File: src/rtl/wdt_pkg.sv
package wdt_pkg;

  // What the timeout counter does on the next edge
  typedef enum logic [1:0] {
    ACT_HOLD_ZERO = 2'd0,
    ACT_COUNT     = 2'd1,
    ACT_FIRE      = 2'd2
  } cnt_act_e;

  // Counter width able to hold values 0 .. limit-1
  function automatic int unsigned cnt_bits(input longint unsigned limit);
    if (limit < 3) return 1;
    return $clog2(limit);
  endfunction

endpackage

File: src/rtl/wdt_strobe_edge.sv
module wdt_strobe_edge #(
  parameter int unsigned SYNC_STAGES = 2
) (
  input  logic clk,
  input  logic rst,
  input  logic strobe_i,
  output logic toggle_o
);

  localparam int unsigned TOP = SYNC_STAGES - 1;

  logic [TOP:0] sync_q;
  logic         hist_q;

  generate
    if (SYNC_STAGES == 1) begin : g_single
      always_ff @(posedge clk) begin
        if (rst) sync_q <= '0;
        else     sync_q <= strobe_i;
      end
    end else begin : g_chain
      always_ff @(posedge clk) begin
        if (rst) sync_q <= '0;
        else     sync_q <= {sync_q[TOP-1:0], strobe_i};
      end
    end
  endgenerate

  always_ff @(posedge clk) begin
    if (rst) hist_q <= 1'b0;
    else     hist_q <= sync_q[TOP];
  end

  // Either direction of change counts as a kick
  assign toggle_o = sync_q[TOP] ^ hist_q;

  // Reset leaves synchronizer quiet: no kick on the first edge out of reset
  p_quiet_after_reset_r1: assert property (@(posedge clk)
    rst |=> !toggle_o);

endmodule

File: src/rtl/wdt_timeout_ctr.sv
module wdt_timeout_ctr
  import wdt_pkg::*;
#(
  parameter int unsigned TIMEOUT_CYCLES = 200_000_000,
  parameter int unsigned CW             = 28
) (
  input  logic clk,
  input  logic rst,
  input  logic enable_i,
  input  logic clear_i,
  output logic expire_o
);

  localparam logic [CW-1:0] LAST = CW'(TIMEOUT_CYCLES - 1);

  logic [CW-1:0] cnt_q;
  cnt_act_e      act;

  always_comb begin
    if (!enable_i || clear_i)  act = ACT_HOLD_ZERO;
    else if (cnt_q == LAST)    act = ACT_FIRE;
    else                       act = ACT_COUNT;
  end

  always_ff @(posedge clk) begin
    if (rst) begin
      cnt_q    <= '0;
      expire_o <= 1'b0;
    end else begin
      case (act)
        ACT_HOLD_ZERO: begin
          cnt_q    <= '0;
          expire_o <= 1'b0;
        end
        ACT_FIRE: begin
          cnt_q    <= '0;
          expire_o <= 1'b1;
        end
        default: begin
          cnt_q    <= cnt_q + CW'(1);
          expire_o <= 1'b0;
        end
      endcase
    end
  end

  p_reset_holds_r1: assert property (@(posedge clk)
    rst |=> (cnt_q == '0 && !expire_o));

  p_single_pulse_r5: assert property (@(posedge clk) disable iff (rst)
    expire_o |=> !expire_o);

  p_count_bound_r5: assert property (@(posedge clk) disable iff (rst)
    cnt_q <= LAST);

  p_pulse_restarts_r5: assert property (@(posedge clk) disable iff (rst)
    expire_o |-> cnt_q == '0);

  p_disable_quiet_r6: assert property (@(posedge clk) disable iff (rst)
    !enable_i |=> (!expire_o && cnt_q == '0));

  p_kick_wins_r7: assert property (@(posedge clk) disable iff (rst)
    clear_i |=> (!expire_o && cnt_q == '0));

endmodule

File: src/rtl/toggle_watchdog.sv
module toggle_watchdog
  import wdt_pkg::*;
#(
  parameter int unsigned TIMEOUT_CYCLES = 200_000_000,
  parameter int unsigned SYNC_STAGES    = 2
) (
  input  logic clk,
  input  logic rst,
  input  logic wd_strobe_i,
  input  logic wd_enable_i,
  output logic expire_o
);

  localparam int unsigned CW = cnt_bits(longint'(TIMEOUT_CYCLES));

  logic kick;

  wdt_strobe_edge #(
    .SYNC_STAGES(SYNC_STAGES)
  ) u_edge (
    .clk      (clk),
    .rst      (rst),
    .strobe_i (wd_strobe_i),
    .toggle_o (kick)
  );

  wdt_timeout_ctr #(
    .TIMEOUT_CYCLES(TIMEOUT_CYCLES),
    .CW            (CW)
  ) u_ctr (
    .clk      (clk),
    .rst      (rst),
    .enable_i (wd_enable_i),
    .clear_i  (kick),
    .expire_o (expire_o)
  );

  // Level-held strobe with kicks absent must still let pulses through; here:
  // a pulse is never raised the edge right after the block left reset
  p_no_pulse_at_release_r8: assert property (@(posedge clk)
    rst |=> !expire_o);

  p_pulse_needs_enable_r6: assert property (@(posedge clk) disable iff (rst)
    expire_o |-> $past(wd_enable_i));

endmodule

File: config.mk
export PLATFORM = sky130hd
export DESIGN_NAME = toggle_watchdog
export DESIGN_NICKNAME = d
export VERILOG_FILES = /design/src/rtl/wdt_pkg.sv /design/src/rtl/wdt_strobe_edge.sv /design/src/rtl/wdt_timeout_ctr.sv /design/src/rtl/toggle_watchdog.sv
export SDC_FILE = /design/constraint.sdc
export NUM_CORES = 1
export LEC_CHECK = 0
export ABC_AREA = 1
export CAP_MARGIN = 20
export CELL_PAD_IN_SITES_DETAIL_PLACEMENT = 1
export CELL_PAD_IN_SITES_GLOBAL_PLACEMENT = 1
export CORE_ASPECT_RATIO = 0.9
export CORE_MARGIN = 2
export CORE_UTILIZATION = 47
export CTS_CLUSTER_DIAMETER = 60
export DETAILED_ROUTE_END_ITERATION = 10
export PLACE_DENSITY_LB_ADDON = 0.1
export SYNTH_ARGS = -nofsm -noshare
export SYNTH_HDL_FRONTEND = slang
export SYNTH_SLANG_ARGS = --single-unit
File: constraint.sdc
create_clock -name clk -period 2.05 [get_ports clk]
set_input_delay 0.5125 -clock clk [delete_from_list [all_inputs] [get_ports clk]]
set_output_delay 0.5125 -clock clk [all_outputs]
set_load 0.05 [all_outputs]
=== After elaboration in Yosys (flattened, before gate mapping) ===
Index checks and enable logic that the tools add are counted.

* Add/subtract/negate cells: 1
* Muxes and demuxes: 3
* Equal/unequal tests: 2
* Reduce and logical (&&, ||, !) cells: 4
* Bitwise logic cells: 1

{| class="wikitable"
|+ Operators by type and width
! kind !! number
|-
| adder 28 x 1 -> 28 bit (second input constant) || 1
|-
| equality test 28 bit (second input constant) || 1
|-
| 2-to-1 mux 2 bit || 2
|-
| OR reduction 3 bit || 1
|-
| equality test 2 bit (second input constant) || 1
|-
| logical NOT 2 bit || 1
|-
| logical NOT 1 bit || 1
|-
| logical OR 1 bit || 1
|-
| 2-to-1 mux 1 bit || 1
|-
| XOR 1 bit || 1
|}

* Register bits: 32
* Output and inout port bits: 1
* Input bits: 4
* Logic and storage cells: 15

=== Longest topological paths before layout ===
* Depth in word-level cells: 5
* Gate-level depth with buffers: 9
* Mapped depth without buffers: 9

=== Hierarchy ===
A second synthesis with hierarchy kept.

* Cells, all modules: 259
* Area total of the unflattened synthesis: 1,672.9 sq um

{| class="wikitable"
|+ By module, submodules not included
! module !! cells each !! instances !! area each (sq um)
|-
| wdt_timeout_ctr || 246 || 1 || 1,575.3
|-
| wdt_strobe_edge || 13 || 1 || 97.6
|}

=== Worst setup path after synthesis ===
No wires, ideal clock.

* Path type: reg-to-reg
* From: reg u_ctr.cnt_q[0]
* To: reg u_ctr.cnt_q[13]
* Data arrival time: 1.267 ns
* Data required time: 1.935 ns
* Path buffers: 1
* Slack: 0.668 ns
* Setup time: 0.115 ns
* Period minus slack after synthesis: 1.382 ns
* Cell stages (with the launch flop): 10
* Cells stage by stage: dfxtp_1 -> ha_1 -> nand2_1 -> nor2_4 -> nand2_4 -> nor2_2 -> nand2_2 -> nand2_4 -> buf_12 -> nor2_2

* Word-level cells in the longest chain between the ends: 5

{| class="wikitable"
|+ Ends and longest elaborated chain
! item !! RTL line !! RTL
|-
| from (decl) || wdt_timeout_ctr.sv:16 || <nowiki>logic [CW-1:0] cnt_q;</nowiki>
|-
| from (signal assigned) || wdt_timeout_ctr.sv:40 || <nowiki>cnt_q <= cnt_q + CW'(1);</nowiki>
|-
| branches (longest 5 deep; another with adder 28 x 1 -> 28 bit) || -- ||
|}

Parallel ways; which one is timed is not known.
A chain may end at the register's enable or synchronous reset.

=== Worst setup path in the final report ===
* From: reg u_ctr.expire_o
* To: out expire_o

{| class="wikitable"
|+ RTL lines
! item !! RTL line !! RTL
|-
| from (decl) || wdt_timeout_ctr.sv:11 || <nowiki>output logic expire_o</nowiki>
|-
| from (signal assigned) || wdt_timeout_ctr.sv:28 || <nowiki>expire_o <= 1'b0;</nowiki>
|-
| from (signal assigned) || wdt_timeout_ctr.sv:33 || <nowiki>expire_o <= 1'b0;</nowiki>
|-
| from (signal assigned) || wdt_timeout_ctr.sv:37 || <nowiki>expire_o <= 1'b1;</nowiki>
|-
| to (decl) || toggle_watchdog.sv:11 || <nowiki>output logic expire_o</nowiki>
|}

No word-level cell between the ends.

==> results.md <==
* H-tree Lvls at 2
* Mean post-synth cell area at 6.747 um2
* Clock Path Buffers at 2
* Main combinational cell family by area after synthesis: simple AND/OR/NAND/NOR gates
* Largest net degree at the start of global routing at 27
* Post-synthesis simple-gate area fraction at roughly 45%
* Final setup viols at 0
* Post-synthesis sequential area ratio at 37.24%
* Die Height at 61.40 um
* Synth Cell Area at ~0.0017 mm2
* Io pins at 5
* Period minus WS final at 1.909 ns
* Antenna cell count at 0
* Outcome: complete, no violations
* Root Driver: clkbuf_8
* Crit path largest cell delay at 0.79 ns
* Commonest non-fill, non-tap cells in the layout: nand2_1 (74), nor2_1 (47), dfxtp_1 (32)
* Placer congestion estimate at between 0.8 and 0.9
* Wirelength, routed at ~4400 um
* Power, Total at 1.267 mW
* Synth warnings at 0
* Kind of critical path: flip-flop to primary output
* Power per cell area at roughly 670 mW/mm2
* Drt first pass iters at 4
* Postcts setup bufs at 0
* GRT overflow at 0
* # nets final at 270
* Post-Place Setup Slack at between 0.15 and 0.2 ns
* Clock net sink count at 32
* Layout cells sized above 1 at ~14%
* Final WS setup at about 0.14 ns
* Layout fillers at 470
* Synthesized net count at 260
* DRT iter0 DRCs at 60
* Post-Synth XOR/XNOR Area at 5.600%
* Largest cells by area after synthesis: dfxtp_1 (37%), nand2_1 (16%), nor2_1 (10%), nor2_2 (6.2%), inv_1 (5.7%)
* Critical Path Start Type: flip-flop
* CP Data Required Time at roughly 1.5 ns
* Setup tns final at 0 ns
* Cell family with most CP delay: buffers and inverters
* Worst vdd rail ir drop at roughly 410 uV
* Initial Utilization at 50.18%
* Hold violation count in the final report at 0
* Die X at 67.78 um
* CP Capture Type: primary output
* Final cycle utilization of the critical path at roughly 93%
* Critical-path cell list: clkdlybuf4s50_1
* Cts hold-fix bufs at 0
* Avg Vias per Cell at 4.955
* Hold/Removal Path Class: flip-flop to flip-flop
* Share of the synthesized area in the top cell type at roughly 37%
* Post-cts resize count at 0
* DP HPWL at ~3400 um
* Compound-Gate Fraction of Synth Area at 3.636%
* Worst slew margin relative to its limit at around two thirds
* Vias in the first global route at 1,577
* Wirelength per Cell at roughly 14 um
* Via count at between 1,500 and 2,000
* Post-route cell area at approximately 0.0019 mm2
* First-pass GRT wire length at ~7300 um
* Unique cell type count in the Yosys netlist at 25
* Clock latency on the worst-skew pair at around 0.29 ns
* Slowest cell on crit path: clkdlybuf4s50_1
* ANT nets after route at 0
* DRC viols at 0
* Mux cell area share after synthesis at 0%
* TritonCTS Buffers at 5
* Core area at about 0.0034 mm2
* Fmax at approximately 520 MHz
* Max Slew Vio Count at 0
* Crit path DAT at roughly 1.4 ns
* Number of max-cap violations at 0
* Maximum fanout along the worst path at 1
* Initial antenna violation count at 0
* Placed Area at ~0.0018 mm2
* Gr usage total at 24.37%
* DIE AREA at around 0.0042 mm2
* Unrepaired setup endpoints after global routing: false
* Worst-path clk slew at ~0.070 ns
* Fin Hold WS at roughly 0.41 ns
* TritonCTS clock tree: built
* Leakage at 0.6377 nW
* Post-Synthesis Cells at approximately 260
* Slew at the pin with the worst max-slew slack at ~0.49 ns
* Synth Area in Adders at less than 1%
* Clock skew at 0.004940 ns
* Buffers on Ports at 4
* Flops & latches, synth at 32
* # rows at 20
* Synth area leader: dfxtp_1
* Critical path buffers and inverters at 1
* Area growth syn-to-layout at 10.62%
* Commonest non-fill, non-tap cell in the layout: nand2_1
## final cells by class
type | count | area (um2) | share of cell area [%]
Clock inverter | 3 | 42.54 | 2.235
Tap cell | 44 | 55.05 | 2.893
Clock buffer | 5 | 68.82 | 3.616
Multi-Input combinational cell | 194 | 947.2 | 49.77
Timing Repair Buffer | 5 | 47.55 | 2.498
Sequential cell | 32 | 640.6 | 33.66
Inverter | 27 | 101.3 | 5.325
## worst reg2reg max path, cell delays in order (launching register included)
cell and delay [ns]:
dfxtp_1 0.37, ha_1 0.18, nand2_1 0.10, nor2_4 0.16, nand2_4 0.11, nor2_2 0.14, nand2_2 0.10, nand2_4 0.30
nor2_1 0.11
## final timing paths
kind	cells after the start	slack, ns	start	endpoint
worst max-delay path	1	0.14	u_ctr.expire_o$_SDFF_PP0_	expire_o
worst min-delay path	2	0.41	u_edge.sync_q[0]$_SDFF_PP0_	u_edge.sync_q[1]$_SDFF_PP0_
worst max register to register	8	0.38	u_ctr.cnt_q[0]$_SDFF_PP0_	u_ctr.cnt_q[9]$_SDFF_PP0_
worst min register to register	2	0.41	u_edge.sync_q[0]$_SDFF_PP0_	u_edge.sync_q[1]$_SDFF_PP0_
## metrics by stage
step / utilization [%] / std cells
after global routing: 55.51 / 310
final: 55.51 / 310
after detailed placement: 52.26 / 302
after floorplan: - / 255
after global placement: 52.26 / 302
after CTS: 55.51 / 310
## cell families after synthesis
family | after synthesis
buf+inv | 29
fa+ha+maj | 1
compound gates | 11
simple gates | 171
xor+xnor | 11
flops | 32
## metal layers
layer	up-vias	GRT usage (%)	wire length (um)
li1	795	-	-
met1	721	30.39	2139
met2	15	43.56	2164
met3	5	4.936	99
met4	0	6.000	40
met5	-	0	0
## flip-flops by register name, indices dropped and copies added (netlist names)
| register | cells |
|---|---|
| u_edge.sync_q | 2 |
| u_ctr.cnt_q | 28 |
| u_edge.hist_q | 1 |
| u_ctr.expire_o | 1 |
## Yosys cell counts
master and n:
nand2_1 74, nor2_1 47, dfxtp_1 32, inv_1 26, nor2_2 17, nand3_1 16
a21oi_1 7, xnor2_1 6, xor2_1 5, and2_1 3, nor2_4 3, a21oi_2 2
nand2_2 2, nand2_4 2, nor3_1 2, o21ai_0 2, buf_12 1, buf_6 1
ha_1 1, inv_2 1, nand3b_1 1, nand4_1 1, nor3_2 1, nor3b_1 1
or2_2 1
## report_power, final
group	leakage [nW]	switching [mW]	internal (mW)	total [mW]
Combinational	0.325	0.0195	0.0123	0.0318
Sequential	0.258	0.00242	0.626	0.628
Clock	0.0541	0.248	0.359	0.607
Total	0.638	0.270	0.997	1.27
(Power assumes the default switching activity.)
